==> src/rtl/irq_agg_pkg.sv <==
package irq_agg_pkg;
  localparam int SRC_NUM = 4;
  localparam int SRC_KEY = 0;
  localparam int SRC_GPI = 1;
  localparam int SRC_UNLOCK = 2;
  localparam int SRC_OVF = 3;

  typedef struct packed {
    logic [SRC_NUM-1:0] setMask;
    logic [SRC_NUM-1:0] clrMask;
    logic               startGap;
  } ctlStrobes_t;
endpackage

==> src/rtl/irq_control.sv <==
module irq_control
  import irq_agg_pkg::*;
(
  input  logic [SRC_NUM-1:0] evtIn,
  input  logic               keypadLocked,
  input  logic               gpiHoldWhenLocked,
  input  logic [SRC_NUM-1:0] srcEnable,
  input  logic               retrigMode,
  input  logic               clrStrobe,
  input  logic [SRC_NUM-1:0] clrBits,
  input  logic [SRC_NUM-1:0] statusQ,
  output ctlStrobes_t        strobes
);
  logic [SRC_NUM-1:0] gatedEvt;
  logic [SRC_NUM-1:0] clrMask;
  logic [SRC_NUM-1:0] nextStatus;
  logic               clearHitsEnabled;
  logic               stillPending;

  // GPI filter while the keypad is locked
  genvar gi;
  generate
    for (gi = 0; gi < SRC_NUM; gi++) begin : g_gate
      if (gi == SRC_GPI) begin : g_gpi
        assign gatedEvt[gi] = evtIn[gi] & ~(keypadLocked & gpiHoldWhenLocked);
      end else begin : g_other
        assign gatedEvt[gi] = evtIn[gi];
      end
    end
  endgenerate

  always_comb begin
    clrMask          = clrStrobe ? clrBits : '0;
    nextStatus       = (statusQ & ~clrMask) | gatedEvt;
    clearHitsEnabled = |(clrMask & statusQ & srcEnable);
    stillPending     = |(nextStatus & srcEnable);
    strobes.setMask  = gatedEvt;
    strobes.clrMask  = clrMask;
    strobes.startGap = retrigMode & clearHitsEnabled & stillPending;
  end
endmodule

==> src/rtl/irq_datapath.sv <==
module irq_datapath
  import irq_agg_pkg::*;
#(
  parameter int US_DIV = 100,
  parameter int GAP_US = 50
) (
  input  logic               clk,
  input  logic               rstN,
  input  ctlStrobes_t        strobes,
  output logic [SRC_NUM-1:0] statusQ,
  output logic               gapActive
);
  localparam int US_W  = $clog2(US_DIV + 1);
  localparam int GAP_W = $clog2(GAP_US + 1);

  logic [US_W-1:0]  usCnt;
  logic [GAP_W-1:0] gapCnt;
  logic             usTick;

  genvar si;
  generate
    for (si = 0; si < SRC_NUM; si++) begin : g_status
      always_ff @(posedge clk or negedge rstN) begin
        if (!rstN) statusQ[si] <= 1'b0;
        else if (strobes.setMask[si]) statusQ[si] <= 1'b1;
        else if (strobes.clrMask[si]) statusQ[si] <= 1'b0;
      end
    end
  endgenerate

  assign usTick = (usCnt == US_W'(US_DIV - 1));

  always_ff @(posedge clk or negedge rstN) begin
    if (!rstN) begin
      gapActive <= 1'b0;
      usCnt     <= '0;
      gapCnt    <= '0;
    end else if (strobes.startGap) begin
      gapActive <= 1'b1;
      usCnt     <= '0;
      gapCnt    <= '0;
    end else if (gapActive) begin
      if (usTick) begin
        usCnt <= '0;
        if (gapCnt == GAP_W'(GAP_US - 1)) begin
          gapActive <= 1'b0;
          gapCnt    <= '0;
        end else begin
          gapCnt <= gapCnt + 1'b1;
        end
      end else begin
        usCnt <= usCnt + 1'b1;
      end
    end
  end


  set_wins_chk: assert property (@(posedge clk) disable iff (!rstN)
    (strobes.setMask != '0) |=> ((statusQ & $past(strobes.setMask)) == $past(strobes.setMask)));


  clear_bits_chk: assert property (@(posedge clk) disable iff (!rstN)
    ((strobes.clrMask & ~strobes.setMask) != '0)
      |=> ((statusQ & $past(strobes.clrMask & ~strobes.setMask)) == '0));


  gap_bound_chk: assert property (@(posedge clk) disable iff (!rstN)
    gapActive |-> (gapCnt < GAP_W'(GAP_US)) && (usCnt < US_W'(US_DIV)));
endmodule

==> src/rtl/irq_aggregator.sv <==
module irq_aggregator
  import irq_agg_pkg::*;
#(
  parameter int US_DIV = 100,
  parameter int GAP_US = 50
) (
  input  logic               clk,
  input  logic               rstN,
  input  logic [SRC_NUM-1:0] evtIn,
  input  logic               keypadLocked,
  input  logic               gpiHoldWhenLocked,
  input  logic [SRC_NUM-1:0] srcEnable,
  input  logic               retrigMode,
  input  logic               clrStrobe,
  input  logic [SRC_NUM-1:0] clrBits,
  output logic [SRC_NUM-1:0] statusOut,
  output logic               intN
);
  ctlStrobes_t        strobes;
  logic [SRC_NUM-1:0] statusQ;
  logic               gapActive;

  irq_control u_ctl (
    .evtIn            (evtIn),
    .keypadLocked     (keypadLocked),
    .gpiHoldWhenLocked(gpiHoldWhenLocked),
    .srcEnable        (srcEnable),
    .retrigMode       (retrigMode),
    .clrStrobe        (clrStrobe),
    .clrBits          (clrBits),
    .statusQ          (statusQ),
    .strobes          (strobes)
  );

  irq_datapath #(.US_DIV(US_DIV), .GAP_US(GAP_US)) u_dp (
    .clk      (clk),
    .rstN     (rstN),
    .strobes  (strobes),
    .statusQ  (statusQ),
    .gapActive(gapActive)
  );

  assign statusOut = statusQ;
  assign intN      = ~(|(statusQ & srcEnable)) | gapActive;


  masked_src_chk: assert property (@(posedge clk) disable iff (!rstN)
    !intN |-> ((statusOut & srcEnable) != '0));


  gap_release_chk: assert property (@(posedge clk) disable iff (!rstN)
    gapActive |-> intN);


  gpi_hold_chk: assert property (@(posedge clk) disable iff (!rstN)
    (keypadLocked && gpiHoldWhenLocked && !statusOut[SRC_GPI]) |=> !statusOut[SRC_GPI]);


  always_comb begin
    if (!rstN) begin
      reset_state_chk: assert (statusOut == '0 && intN == 1'b1);
    end
  end
endmodule

==> config.mk <==
export PLATFORM = sky130hd
export DESIGN_NAME = irq_aggregator
export DESIGN_NICKNAME = d
export VERILOG_FILES = /design/src/rtl/irq_agg_pkg.sv /design/src/rtl/irq_control.sv /design/src/rtl/irq_datapath.sv /design/src/rtl/irq_aggregator.sv
export SDC_FILE = /design/constraint.sdc
export NUM_CORES = 1
export LEC_CHECK = 0
export ABC_AREA = 1
export BUFFER_PORTS_ARGS = -buffer_cell sky130_fd_sc_hd__buf_2
export CAP_MARGIN = 10
export CORE_MARGIN = 3
export CORE_UTILIZATION = 54
export CTS_CLUSTER_DIAMETER = 120
export DETAILED_ROUTE_END_ITERATION = 6
export PLACE_DENSITY_LB_ADDON = 0.12
export SETUP_SLACK_MARGIN = 0.02
export SKIP_CTS_REPAIR_TIMING = 1
export SLEW_MARGIN = 5
export SYNTH_ARGS = -nofsm -noshare
export SYNTH_HDL_FRONTEND = slang
export SYNTH_SLANG_ARGS = --single-unit
export TNS_END_PERCENT = 1
==> constraint.sdc <==
create_clock -name clk -period 1.84 [get_ports clk]
set_input_delay 0.276 -clock clk [delete_from_list [all_inputs] [get_ports clk]]
set_output_delay 0.276 -clock clk [all_outputs]
set_load 0.02 [all_outputs]
==> qor.txt <==
Clk_lat worst skew: 0.30 ns
CP max stage delay: 0.47 ns
Vias: 1148
Nets: 207
Sum Neg Setup Slack: 0 ns
Slowest-stage cell, CP: dfrtp_1
Initial core utilization: 58.63%
Wire per inst: 11.66 µm
Syn Inst Count: 161
First-pass iteration count of the detailed router: 4
Fill cells: 172
Initial antenna violation count: 0
PortBufs: 22
Leak pwr: 0.0007120 µW
CTS Root Buffer Type: clkbuf_4
Hpwl dp: 1784 µm
Die X: 52.62 µm
WHS: 0.1670 ns
Period utilization: 85.36%
Area Overhead vs Synth: 14.18%
Yosys warning count: 0
Share of cells above drive strength 1: 19.46%
Crit-path leading delay family: simple AND/OR/NAND/NOR gates
Netlist cell types: 25
Number of synthesized flops with an enable pin: 0
Clk pin slew, worst setup/hold paths: 0.10 ns
Min cycle time layout: 1.571 ns
Max-Cap Viols: 0
Post-Route WL: 2471 µm
Initial drt markers: 25
Cts bufs inserted: 3
Main synth FF type: dfrtp_1
Worst Skew: 0.003451 ns
Placement Rows: 16
Setup WS pre-CTS: 0.3091 ns
CP Data Required Time: 2.04 ns
Final setup violating endpoints: 0
Vias per inst: 5.415
Hold Violations, Final: 0
Die Area: 0.002769 mm²
RSZ-0062 raised after global routing: no
Placer Congestion: 0.9154
Status: finished, final reports clean
Die Ht: 52.62 µm
Longest Clk Path Bufs: 2
Seq/Total Area, Yosys: 38.38%
# DRC: 0
Kind of critical path: reg2reg
Antenna viol nets, final: 0
Synth Register Bits: 18
Max H-tree Level: 1
Worst hold path class: in2reg
Slew Limit Fails: 0
First-pass GRT wire length: 4374 µm
Syn nets: 182
CP endpoint kind: flip-flop
Mean Syn Cell Area: 7.290 µm²
CTS sink count: 18
Peak VDD IR: 0.5681 mV
Number of global-route vias before repair: 1040
Total GRT Usage: 21.34%
Cell Chain, Critical Path: ha_1 > nand3b_1 > nor3_1 > nor2_1 > nand4_1 > nand2_1
CP bufs+invs: 0
Post-Syn Area: 0.001174 mm²
Rel. slew slack: 61.25%
Crit Path Max Fanout: 7
Largest net degree at the start of global routing: 25
Worst Max-Slew Pin Slew: 0.5767 ns
Register area: 450.4 µm²
Num ports: 23
Total global routing overflow: 0
WP data arrival: 1.77 ns
CTS tree: yes
FFs w/ async S/R, synth: 100.0%
Max Clk Rate: 636.7 MHz
Worst setup margin: 0.2694 ns
Startpoint types: flip-flop
PD cells: 761.9 mW/mm²
Core Area: 0.002002 mm²
ANT cells: 0
Multi-input logic area: 609.3 µm²
==> flip-flops by register name, summed over array words and instances (netlist names) <==
register and count:
u_dp.statusQ 4, u_dp.gapCnt 6, u_dp.usCnt 7, u_dp.gapActive 1
==> cells by family after synthesis <==
group,synth area share (%)
AOI/OAI and AO/OA,6.822
xor gates and xnor gates,3.731
adders and majority gates,3.199
buffers and inverters,9.700
DFF,38.38
and+or+nand+nor,38.17
==> tightest hold or removal path: stages <==
cell	delay, ns
buf_2	0.07
inv_1	0.03
nand2_2	0.06
==> Yosys cell counts (2+ instances only) <==
| cell | instances | area (µm²) |
|---|---|---|
| ha_1 | 3 | 37.54 |
| dfrtp_1 | 18 | 450.4 |
| o211ai_1 | 6 | 45.04 |
| nor2_1 | 11 | 41.29 |
| o21ai_1 | 5 | 25.02 |
| nand3_1 | 12 | 60.06 |
| buf_6 | 2 | 22.52 |
| inv_2 | 3 | 11.26 |
| nand2_2 | 3 | 18.77 |
| xor2_1 | 4 | 35.03 |
| inv_1 | 18 | 67.56 |
| nand4_1 | 13 | 81.33 |
| nand3b_1 | 3 | 22.52 |
| nand2_1 | 49 | 183.9 |
==> metal layers <==
metal / GRT usage [%] / part of all wire, %
met1: 28.34 / 46
met2: 34.09 / 47
met3: 3.419 / 5.2
met4: 8.936 / 1.9
met5: 0 / 0
==> path summary, 6_finish.rpt <==
| path | from | to | slack, ns | cells past startpoint |
|---|---|---|---|---|
| max in group asynchronous | rstN | u_dp.gapCnt[1]$_DFFE_PN0P_ | 1.14 | 2 |
| min in group asynchronous | rstN | u_dp.usCnt[5]$_DFFE_PN0P_ | 0.42 | 2 |
| worst min-delay path | evtIn[2] | u_dp.statusQ[2]$_DFFE_PN0P_ | 0.17 | 3 |
| worst max-delay path | u_dp.gapCnt[0]$_DFFE_PN0P_ | u_dp.gapCnt[5]$_DFFE_PN0P_ | 0.27 | 6 |
| worst max register to register | u_dp.gapCnt[0]$_DFFE_PN0P_ | u_dp.gapCnt[5]$_DFFE_PN0P_ | 0.27 | 6 |
| worst min register to register | u_dp.statusQ[2]$_DFFE_PN0P_ | u_dp.statusQ[2]$_DFFE_PN0P_ | 0.53 | 2 |
==> area by class of cell <==
| type | instances | area share, % |
|---|---|---|
| Multi-Input combinational cell | 117 | 45.47 |
| Clock buffer | 4 | 2.708 |
| Tap cell | 27 | 2.521 |
| Timing Repair Buffer | 24 | 9.524 |
| Inverter | 22 | 6.162 |
| Sequential cell | 18 | 33.61 |
==> power by group <==
part,internal [µW],total [µW],switching (µW)
combinational,111,252,141
sequential,449,516,66.5
clock,121,253,132
==> metrics by stage <==
stage	cell area (µm²)	utilization (%)	power [µW]	std cells
after floorplan	1174	-	701.5	161
after global routing	1340	66.94	1102	212
final	1340	66.94	1021	212
after detailed placement	1294	64.63	773.1	207
after global placement	1294	64.63	760.8	207
after CTS	1330	66.44	1032	211
==> cell usage in the layout (no fill, tap or decap), types with 3 or more instances in the layout <==
cell / n
buf_2: 22
clkbuf_4: 3
dfrtp_1: 18
ha_1: 3
inv_1: 18
inv_2: 3
nand2_1: 49
nand2_2: 3
nand3_1: 12
nand3b_1: 3
nand4_1: 13
nor2_1: 11
o211ai_1: 6
o21ai_1: 5
xor2_1: 4
No activity file was read; power rests on OpenSTA's default activity.
